[src/rtl/tw_rtc_pkg.sv]
package tw_rtc_pkg;

  localparam int unsigned BYTE_W = 8;

  typedef enum logic [2:0] {
    S_IDLE  = 3'd0,
    S_PRE   = 3'd1,
    S_CESET = 3'd2,
    S_LOW   = 3'd3,
    S_HIGH  = 3'd4,
    S_GAP   = 3'd5,
    S_PUSH  = 3'd6,
    S_END   = 3'd7
  } tw_state_e;

  // width of a phase counter able to reach the larger of two cycle limits
  function automatic int unsigned cnt_bits(input int unsigned a, input int unsigned b);
    int unsigned m;
    m = (a > b) ? a : b;
    return (m < 2) ? 1 : $clog2(m + 1);
  endfunction

  // one step of a least-significant-bit-first shift: new bit enters at the top
  function automatic logic [BYTE_W-1:0] lsb_first_step(input logic [BYTE_W-1:0] cur,
                                                       input logic b);
    return {b, cur[BYTE_W-1:1]};
  endfunction

endpackage

[src/rtl/tw_tick_timer.sv]
module tw_tick_timer #(
  parameter int unsigned W = 8
) (
  input  logic         clk,
  input  logic         rst_n,
  input  logic         restart,
  output logic [W-1:0] cnt
);
  // counts cycles since the last restart, saturating at all ones
  always_ff @(posedge clk or negedge rst_n) begin
    if (!rst_n)         cnt <= '0;
    else if (restart)   cnt <= '0;
    else if (cnt != '1) cnt <= cnt + 1'b1;
  end
endmodule

[src/rtl/tw_byte_shifter.sv]
module tw_byte_shifter
  import tw_rtc_pkg::*;
(
  input  logic              clk,
  input  logic              rst_n,
  input  logic              load,
  input  logic [BYTE_W-1:0] load_val,
  input  logic              shift,
  input  logic              shift_in,
  output logic [BYTE_W-1:0] q
);
  always_ff @(posedge clk or negedge rst_n) begin
    if (!rst_n)     q <= '0;
    else if (load)  q <= load_val;
    else if (shift) q <= lsb_first_step(q, shift_in);
  end
endmodule

[src/rtl/tw_line_regs.sv]
module tw_line_regs #(
  parameter int unsigned W = 4
) (
  input  logic         clk,
  input  logic         rst_n,
  input  logic [W-1:0] d,
  output logic [W-1:0] q
);
  // glitch-free registered pad lines, all low out of reset
  always_ff @(posedge clk or negedge rst_n) begin
    if (!rst_n) q <= '0;
    else        q <= d;
  end
endmodule

[src/rtl/tw_rtc_host.sv]
module tw_rtc_host
  import tw_rtc_pkg::*;
#(
  parameter int unsigned CE_SETUP_CYC = 200,
  parameter int unsigned HALF_CYC     = 50,
  parameter int unsigned SAMPLE_CYC   = 40,  // 1 .. HALF_CYC-1
  parameter int unsigned LEN_W        = 4
) (
  input  logic              clk,
  input  logic              rst_n,
  input  logic              req_valid,
  output logic              req_ready,
  input  logic [BYTE_W-1:0] req_cmd,
  input  logic [LEN_W-1:0]  req_len,
  output logic              busy,
  input  logic              wr_valid,
  output logic              wr_ready,
  input  logic [BYTE_W-1:0] wr_data,
  output logic              rd_valid,
  input  logic              rd_ready,
  output logic [BYTE_W-1:0] rd_data,
  output logic              bus_ce,
  output logic              bus_sclk,
  output logic              bus_dout,
  output logic              bus_doe,
  input  logic              bus_din
);
  localparam int unsigned TW       = cnt_bits(CE_SETUP_CYC, HALF_CYC);
  localparam int unsigned BIT_W    = $clog2(BYTE_W);
  localparam logic [TW-1:0] CE_LAST   = TW'(CE_SETUP_CYC - 1);
  localparam logic [TW-1:0] HALF_LAST = TW'(HALF_CYC - 1);
  // the pad registers lag the state by one cycle, so the capture point is
  // SAMPLE_CYC counts into the low state, i.e. SAMPLE_CYC cycles after the pin falls
  localparam logic [TW-1:0] SMP_AT    = TW'(SAMPLE_CYC);
  localparam logic [BIT_W-1:0] LAST_BIT = BIT_W'(BYTE_W - 1);

  tw_state_e state_q, state_d;
  logic [TW-1:0]    cnt;
  logic             restart;
  logic             rd_q, is_cmd_q;
  logic [LEN_W-1:0] left_q;
  logic [BIT_W-1:0] bit_q;
  logic [BYTE_W-1:0] sh_q;

  // named internal events
  logic wr_bit, ce_done, half_done;
  logic acc_evt, bit_end_evt, byte_end_evt, smp_evt, shout_evt;
  logic gap_go, wr_acc_evt, more_bytes;
  logic [3:0] lines_d, lines_q;

  assign wr_bit       = is_cmd_q | ~rd_q;
  assign ce_done      = (cnt == CE_LAST);
  assign half_done    = (cnt == HALF_LAST);
  assign acc_evt      = (state_q == S_IDLE) && req_valid;
  assign bit_end_evt  = (state_q == S_HIGH) && half_done;
  assign byte_end_evt = bit_end_evt && (bit_q == LAST_BIT);
  assign smp_evt      = (state_q == S_LOW) && !wr_bit && (cnt == SMP_AT);
  assign shout_evt    = bit_end_evt && wr_bit;
  assign more_bytes   = (left_q != '0);
  assign gap_go       = (state_q == S_GAP) && more_bytes && (rd_q || wr_valid);
  assign wr_acc_evt   = (state_q == S_GAP) && more_bytes && !rd_q && wr_valid;

  assign req_ready = (state_q == S_IDLE);
  assign busy      = (state_q != S_IDLE);
  assign wr_ready  = (state_q == S_GAP) && more_bytes && !rd_q;
  assign rd_valid  = (state_q == S_PUSH);
  assign rd_data   = sh_q;

  // ---------------- next state ----------------
  always_comb begin
    state_d = state_q;
    unique case (state_q)
      S_IDLE:  if (req_valid) state_d = S_PRE;
      S_PRE:   if (ce_done)   state_d = S_CESET;
      S_CESET: if (ce_done)   state_d = S_LOW;
      S_LOW:   if (half_done) state_d = S_HIGH;
      S_HIGH: begin
        if (byte_end_evt)     state_d = wr_bit ? S_GAP : S_PUSH;
        else if (bit_end_evt) state_d = S_LOW;
      end
      S_PUSH:  if (rd_ready)  state_d = S_GAP;
      S_GAP: begin
        if (!more_bytes)      state_d = S_END;
        else if (gap_go)      state_d = S_LOW;
      end
      S_END:   state_d = S_IDLE;
      default: state_d = S_IDLE;
    endcase
  end

  assign restart = (state_d != state_q);

  always_ff @(posedge clk or negedge rst_n) begin
    if (!rst_n) state_q <= S_IDLE;
    else        state_q <= state_d;
  end

  // ---------------- transaction bookkeeping ----------------
  always_ff @(posedge clk or negedge rst_n) begin
    if (!rst_n) begin
      rd_q     <= 1'b0;
      is_cmd_q <= 1'b0;
      left_q   <= '0;
      bit_q    <= '0;
    end else begin
      if (acc_evt) begin
        rd_q     <= req_cmd[0];
        is_cmd_q <= 1'b1;
        left_q   <= req_len;
        bit_q    <= '0;
      end
      if (bit_end_evt) begin
        bit_q <= bit_q + 1'b1;
        if (bit_q == LAST_BIT) is_cmd_q <= 1'b0;
      end
      if (gap_go) left_q <= left_q - 1'b1;
    end
  end

  tw_tick_timer #(.W(TW)) u_timer (
    .clk     (clk),
    .rst_n   (rst_n),
    .restart (restart),
    .cnt     (cnt)
  );

  tw_byte_shifter u_shift (
    .clk      (clk),
    .rst_n    (rst_n),
    .load     (acc_evt | wr_acc_evt),
    .load_val (acc_evt ? req_cmd : wr_data),
    .shift    (shout_evt | smp_evt),
    .shift_in (smp_evt & bus_din),
    .q        (sh_q)
  );

  // ---------------- pad line decode: {ce, sclk, doe, dout} ----------------
  always_comb begin
    lines_d = 4'b0000;
    unique case (state_q)
      S_CESET:        lines_d = 4'b1000;
      S_LOW:          lines_d = {1'b1, 1'b0, wr_bit, wr_bit & sh_q[0]};
      S_HIGH:         lines_d = {1'b1, 1'b1, wr_bit, wr_bit & sh_q[0]};
      S_GAP, S_PUSH:  lines_d = 4'b1100;
      default:        lines_d = 4'b0000;
    endcase
  end

  tw_line_regs #(.W(4)) u_lines (
    .clk   (clk),
    .rst_n (rst_n),
    .d     (lines_d),
    .q     (lines_q)
  );

  assign bus_ce   = lines_q[3];
  assign bus_sclk = lines_q[2];
  assign bus_doe  = lines_q[1];
  assign bus_dout = lines_q[0];

  // ---------------- assertions ----------------
  AST_ACCEPT_SETS_BUSY: assert property (@(posedge clk) disable iff (!rst_n)
    req_valid && req_ready |=> busy);

  AST_DOE_NEEDS_CE: assert property (@(posedge clk) disable iff (!rst_n)
    bus_doe |-> bus_ce);

  AST_CAPTURE_UNDRIVEN_LOW: assert property (@(posedge clk) disable iff (!rst_n)
    smp_evt |-> bus_ce && !bus_sclk && !bus_doe);

  AST_WRITE_BIT_HELD: assert property (@(posedge clk) disable iff (!rst_n)
    $rose(bus_sclk) && bus_doe |-> $stable(bus_dout));

  AST_CE_RISE_CLOCK_LOW: assert property (@(posedge clk) disable iff (!rst_n)
    $rose(bus_ce) |-> !bus_sclk && !bus_doe && !bus_dout);

  AST_CE_FALL_ALL_LOW: assert property (@(posedge clk) disable iff (!rst_n)
    $fell(bus_ce) |-> !bus_sclk && !bus_doe && !bus_dout);

  AST_IDLE_QUIET: assert property (@(posedge clk) disable iff (!rst_n)
    !busy |-> !bus_ce && !bus_sclk && !bus_doe && !bus_dout);

  AST_BYTE_GAP_HIGH: assert property (@(posedge clk) disable iff (!rst_n)
    (wr_ready || rd_valid) |-> bus_ce && bus_sclk);

  AST_READ_HELD: assert property (@(posedge clk) disable iff (!rst_n)
    rd_valid && !rd_ready |=> rd_valid && $stable(rd_data));

  AST_WRITE_STALL_NO_CLOCK: assert property (@(posedge clk) disable iff (!rst_n)
    wr_ready && !wr_valid |=> $stable(bus_sclk));

endmodule

[config.mk]
export PLATFORM = sky130hd
export DESIGN_NAME = tw_rtc_host
export DESIGN_NICKNAME = d
export VERILOG_FILES = /design/src/rtl/tw_rtc_pkg.sv /design/src/rtl/tw_tick_timer.sv /design/src/rtl/tw_byte_shifter.sv /design/src/rtl/tw_line_regs.sv /design/src/rtl/tw_rtc_host.sv
export SDC_FILE = /design/constraint.sdc
export NUM_CORES = 1
export LEC_CHECK = 0
export BUFFER_PORTS_ARGS = -buffer_cell sky130_fd_sc_hd__buf_2
export CORE_ASPECT_RATIO = 0.75
export CORE_MARGIN = 2
export CORE_UTILIZATION = 59
export DETAILED_ROUTE_END_ITERATION = 10
export PLACE_DENSITY = 0.9
export SETUP_SLACK_MARGIN = 0.02
export SLEW_MARGIN = 20
export SYNTH_ARGS = -nofsm -noshare
export SYNTH_HDL_FRONTEND = slang
export SYNTH_SLANG_ARGS = --single-unit
[constraint.sdc]
create_clock -name clk -period 5.9 [get_ports clk]
set_input_delay 0.59 -clock clk [delete_from_list [all_inputs] [get_ports clk]]
set_output_delay 0.59 -clock clk [all_outputs]
set_load 0.1 [all_outputs]
==> impl_metrics.env, run 1 <==
export IMPL_status="finished clean"
export IMPL_setup_violations=0
export IMPL_tightest_slew_ns=1.08
export IMPL_max_stage_delay_ns=0.94
export IMPL_hold_buffers=0
export IMPL_crit_path_end_kind="flip-flop"
export IMPL_crit_start="left_q[0]"
export IMPL_finalPower_mw=1.16
export IMPL_synthSimpleGateAreaFrac=0.255
export IMPL_layout_min_cycle_time_ns=2.63
export IMPL_postSynth_asyncResetShare=1.00
export IMPL_ctsResizeCount=0
export IMPL_r2r_start="left_q[0]"
export IMPL_max_freq_ghz=0.380
export IMPL_hold_viol=0
export IMPL_cts_tree="done"
export IMPL_timing_critical_path_to="u_shift.q[1]"
export IMPL_maxSlewViolCount=0
export IMPL_synthAdderAreaFrac=0.0376
export IMPL_most_common_layout_cells="buf_2 (41), dfrtp_1 (32), nor2_1 (25)"
export IMPL_netlist_area_um2=2000
export IMPL_whs_ns=0.346
export IMPL_hp_class="input pin to async pin"
export IMPL_yosysWarnings=0
export IMPL_initial_core_util=0.612
export IMPL_drive_above_1_share=0.279
export IMPL_coreArea_um2=3270
export IMPL_drc=0
export IMPL_grt_max_degree=33
export IMPL_grt_pass1_vias=1518
export IMPL_area_growth_pct=15.3
export IMPL_synthMuxAreaShare=0.107
export IMPL_grt_usage=0.253
export IMPL_grt_pass1_wl_mm=7.27
export IMPL_vias=1716
export IMPL_synth_xor_area_frac=0.00877
export IMPL_rows=18
export IMPL_synth_main_ff_cell="dfrtp_1"
export IMPL_grt_ovfl_total=0
export IMPL_postSynthCellCount=209
export IMPL_die_h_um=54.4
export IMPL_ys_ff_latch=32
export IMPL_gp_congestion=0.874
export IMPL_worstSetupPathType="flip-flop to flip-flop"
export IMPL_synth_compound_area_frac=0.143
export IMPL_fp_dieArea_um2=3870
export IMPL_routedWlPerCell_um=16.0
export IMPL_seq_area_frac_synth=0.401
export IMPL_rsz0062_at_grt="no"
export IMPL_die_x_um=71.2
export IMPL_antenna_cells=0
export IMPL_antenna_found_initial=0
export IMPL_fillCellCount=236
export IMPL_peakVddDrop_mv=0.411
export IMPL_synth_top_family_by_area="simple AND/OR/NAND/NOR gates"
export IMPL_path_clk_slew_ns=0.07
export IMPL_drt_iter0_drc=155
export IMPL_finalCoreUtilization=0.705
export IMPL_relSlewSlack=0.279
export IMPL_nNetsFinal=278
export IMPL_syn_nets=241
export IMPL_r2r_cells=7
export IMPL_worstPathMaxFanout=8
export IMPL_maxCapViolCount=0
export IMPL_numCtsBuffers=5
export IMPL_cp_required_ns=6.08
export IMPL_via_per_inst=5.98
export IMPL_dr_pass1_iters=4
export IMPL_synth_avg_cell_area_um2=9.56
export IMPL_clock_skew_ns=0.00685
export IMPL_r2r_slack_ns=3.27
export IMPL_clk_latency_ns=0.29
export IMPL_timing_rr_end="u_shift.q[1]"
export IMPL_arrival_ns=2.81
export IMPL_io_pins=42
export IMPL_synth_cell_types=50
export IMPL_h_tree_depth=2
export IMPL_crit_slowest_cell="nor4b_2"
export IMPL_worstPathCellList="inv_1 > ha_1 > nor3b_4 > nor4b_2 > a311oi_2 > nand2_4 > mux2_2"
export IMPL_synth_edff_count=0
export IMPL_postCtsSetupBuffers=0
export IMPL_root_buffer="clkbuf_8"
export IMPL_portBuffers=41
export IMPL_cp_start_kind="flip-flop"
export IMPL_clkSinkCount=32
export IMPL_hpwl_mm=3.13
export IMPL_clockBufferDepth=2
export IMPL_fin_crit_sh=0.446
export IMPL_setup_tns_ns=0
export IMPL_p_leak_nw=1.09
export IMPL_power_density_nw_per_um2=502
export IMPL_final_common_cell="buf_2"
export IMPL_drt_total_wl_mm=4.60
export IMPL_drtAntennaViolNets=0
==> through the flow <==
stage	instances	setup WS (ns)	cell area, um^2
2_1_floorplan	209	1.33	2000
3_3_place_gp	279	3.37	2190
3_5_place_dp	279	3.32	2190
4_1_cts	287	3.28	2300
5_1_grt	287	3.16	2300
6_report	287	3.27	2300
==> area by class of cell <==
class                           count  area [um^2]  share of cell area
Clock inverter                      3         42.5              0.0185
Timing Repair Buffer               41          205              0.0891
Sequential cell                    32          801               0.348
Multi-Input combinational cell    159         1110               0.482
Inverter                            7         26.3              0.0114
Tap cell                           40         50.0              0.0217
Clock buffer                        5         68.8              0.0299
==> critical path, delay by kind of cell (launching register included) <==
kind	cells	cell delay, ns
flip-flops	1	0.37
AND/OR/NAND/NOR	3	1.34
adder cells (fa/ha/maj)	1	0.24
multiplexers	1	0.36
AO/OA/AOI/OAI	1	0.14
buffers and inverters	1	0.07
==> logic make-up after synthesis <==
| kind of cell | after synthesis |
|---|---|
| mux | 18 |
| simple gates | 90 |
| fa+ha+maj | 6 |
| flops | 32 |
| buf+inv | 18 |
| compound gates | 43 |
| xor+xnor | 2 |
==> synth_stat cells (3+ instances only) <==
library cell  count  area, um^2
buf_6             3        33.8
nand3_1          12        60.1
nor3_1            3        15.0
and2_1            3        18.8
mux2_4            6        90.1
o21ai_0           9        45.0
dfrtp_1          32         801
a31oi_1           4        25.0
o21ai_1           3        15.0
clkbuf_1          5        18.8
and3_1            4        25.0
a21oi_1          14        70.1
mux2i_1           9        90.1
buf_2             3        15.0
nor3b_1           3        22.5
inv_1             7        26.3
nand2b_1          3        18.8
nor2_1           25        93.8
mux2_2            3        33.8
ha_1              6        75.1
nand2_1          16        60.1
==> sequential cells by signal, indices dropped and copies added (netlist names) <==
name,cells
state_q,3
bit_q,3
u_lines.q,4
is_cmd_q,1
rd_q,1
u_timer.cnt,8
u_shift.q,8
left_q,4
==> per-layer routing <==
| layer | vias to the layer above | wire [um] | global-route usage |
|---|---|---|---|
| met3 | 14 | 218 | 0.0479 |
| met4 | 0 | 109 | 0.123 |
| met1 | 819 | 2080 | 0.339 |
| met2 | 57 | 2190 | 0.403 |
| li1 | 826 | - | - |
| met5 | - | 0 | 0 |
==> where the power goes <==
group | switching, mW | internal, mW | total (mW)
combinational | 0.409 | 0.164 | 0.573
sequential | 0.0876 | 0.285 | 0.372
clock | 0.0858 | 0.125 | 0.211
==> how the worst min path moves through the flow <==
stage | to | startpoint | slack, ns
floorplan | bit_q[0] | rst_n | 0.29
global placement | bit_q[0] | bit_q[0] | 0.48
detailed placement | bit_q[0] | bit_q[0] | 0.48
CTS | bit_q[1] | rst_n | 0.37
global route | u_timer.cnt[2] | rst_n | 0.40
finish | u_timer.cnt[2] | rst_n | 0.35
Power figures use the tool's default switching activity.
==> run 2: changes to the inputs <==
- CORE_UTILIZATION: 59 -> 49
- PLACE_DENSITY: 0.9 -> 0.81
- clock period: 5.9 -> 2.4 ns (I/O delays scaled with it)
==> run 2 against run 1 <==
  * The flow now finishes with violations (hold timing)
  * Clock-buffer cell count is 2 higher
  * Sequential share of layout area is 1.4 points lower
  * Flip-flop and latch count stayed put
  * Register-to-register slack worse by 3.0 ns
  * Core utilization is 10 points lower
  * Combinational power is 150% higher
  * Largest power group unchanged
  * Worst setup slack worse by 3.0 ns
  * Routed wire length is 9.0% lower
  * Highest routed layer unchanged
  * Power grew to 2.5 times the previous value
  * Final cell count is 7.3% higher
  * Critical path depth is 4 lower
  * Non-clock buffer count is 6 higher
==> impl_metrics.env, run 2 (same netlist as run 1, synthesis figures left out) <==
export IMPL_fp_dieArea_um2=4610
export IMPL_cp_required_ns=2.16
export IMPL_worstPathCellList="or3_2 > clkinvlp_4 > buf_2"
export IMPL_stdcell_count=308
export IMPL_maxCapViolCount=0
export IMPL_crit_path_end_kind="output pin"
export IMPL_drc=0
export IMPL_routedWlPerCell_um=13.6
export IMPL_setup_tns_ns=0
export IMPL_gp_congestion=0.823
export IMPL_finalCoreUtilization=0.604
export IMPL_coreArea_um2=3980
export IMPL_hold_viol=6
export IMPL_clkSinkCount=32
export IMPL_die_h_um=59.3
export IMPL_antenna_found_initial=0
export IMPL_max_freq_ghz=0.461
export IMPL_cpLargestDelayFamily="simple AND/OR/NAND/NOR gates"
export IMPL_power_density_nw_per_um2=1200
export IMPL_p_leak_nw=1.12
export IMPL_antenna_cells=0
export IMPL_crit_slowest_cell="or3_2"
export IMPL_clock_skew_ns=0.00824
export IMPL_postCtsSetupBuffers=0
export IMPL_path_clk_slew_ns=0.07
export IMPL_hpwl_mm=3.05
export IMPL_grt_pass1_vias=1468
export IMPL_most_common_layout_cells="buf_2 (41), dfrtp_1 (32), nor2_1 (25)"
export IMPL_io_pins=42
export IMPL_fillCellCount=352
export IMPL_drt_total_wl_mm=4.19
export IMPL_initial_core_util=0.502
export IMPL_critPathBufInv=2
export IMPL_nNetsFinal=284
export IMPL_die_x_um=77.7
export IMPL_max_stage_delay_ns=0.59
export IMPL_final_common_cell="buf_2"
export IMPL_finalPower_mw=2.89
export IMPL_drt_iter0_drc=112
export IMPL_clk_latency_ns=0.29
export IMPL_portBuffers=41
export IMPL_grt_ovfl_total=0
export IMPL_top_layer="met4"
export IMPL_clockBufferDepth=2
export IMPL_largestRegisters="u_shift.q (8), u_timer.cnt (8)"
export IMPL_dr_wl_met3_um=184
export IMPL_hp_class="input pin to async pin"
export IMPL_hold_buffers=0
export IMPL_met2_length_mm=1.97
export IMPL_violations="hold timing"
export IMPL_area_growth_pct=20.2
export IMPL_worstSetupPathType="flip-flop to output pin"
export IMPL_relSlewSlack=0.529
export IMPL_arrival_ns=1.93
export IMPL_layout_min_cycle_time_ns=2.17
export IMPL_rsz0062_at_grt="no"
export IMPL_root_buffer="clkbuf_8"
export IMPL_cts_tree="done"
export IMPL_status="finished, violations left"
export IMPL_drive_above_1_share=0.308
export IMPL_place_inst=300
export IMPL_grt_pass1_wl_mm=6.84
export IMPL_worstPathMaxFanout=19
export IMPL_rows=20
export IMPL_grt_max_degree=33
export IMPL_vias=1699
export IMPL_h_tree_depth=2
export IMPL_tightest_slew_ns=0.706
export IMPL_dr_pass1_iters=4
export IMPL_whs_ns=-0.00240
export IMPL_fin_crit_sh=0.905
export IMPL_maxSlewViolCount=0
export IMPL_peakVddDrop_mv=0.783
export IMPL_ctsResizeCount=0
export IMPL_met1Wirelength_mm=1.98
export IMPL_numCtsBuffers=5
export IMPL_cp_start_kind="flip-flop"
export IMPL_grt_usage=0.192
export IMPL_via_per_inst=5.52
export IMPL_drtAntennaViolNets=0
export IMPL_setup_violations=0
run 2: per-stage QoR:
step	instance area [um^2]	hold slack [ns]	worst slack (ns)
floorplan	2020	-0.0556	0.0834
global placement	2280	0.330	0.380
detailed placement	2280	0.331	0.274
CTS	2400	0.0214	0.225
global route	2400	0.0540	0.131
finish	2400	-0.00240	0.229
run 2: metal layers:
metal | vias to the layer above | track usage
met4 | 0 | 0.0714
met1 | 809 | 0.271
met5 | - | 0
met3 | 6 | 0.0427
met2 | 40 | 0.291
li1 | 844 | -
run 2: area by class of cell:
cell class | count | area (um^2) | share of cell area
tap | 55 | 68.8 | 0.0286
inverter | 7 | 30.0 | 0.0125
clock inverter | 1 | 30.0 | 0.0125
multi-input combinational | 159 | 1130 | 0.469
timing repair buffer | 47 | 250 | 0.104
clock buffer | 7 | 96.3 | 0.0401
sequential | 32 | 801 | 0.333
run 2: path summary, 6_finish.rpt:
| path | startpoint | slack (ns) | cells after the start | endpoint |
|---|---|---|---|---|
| max in group asynchronous | rst_n | 1.95 | 1 | state_q[0] |
| max | state_q[0] | 0.23 | 3 | req_ready |
| min in group clk | req_cmd[0] | 0.16 | 3 | rd_q |
| min reg2reg | bit_q[1] | 0.51 | 2 | bit_q[1] |
| max reg2reg | left_q[0] | 0.25 | 8 | u_shift.q[6] |
| min | rst_n | -0.002 | 1 | left_q[3] |
run 2: power breakdown:
group	switching [mW]	leakage [nW]	internal, mW
registers	0.197	0.411	0.700
logic	1.00	0.648	0.426
clock network	0.199	0.0645	0.366
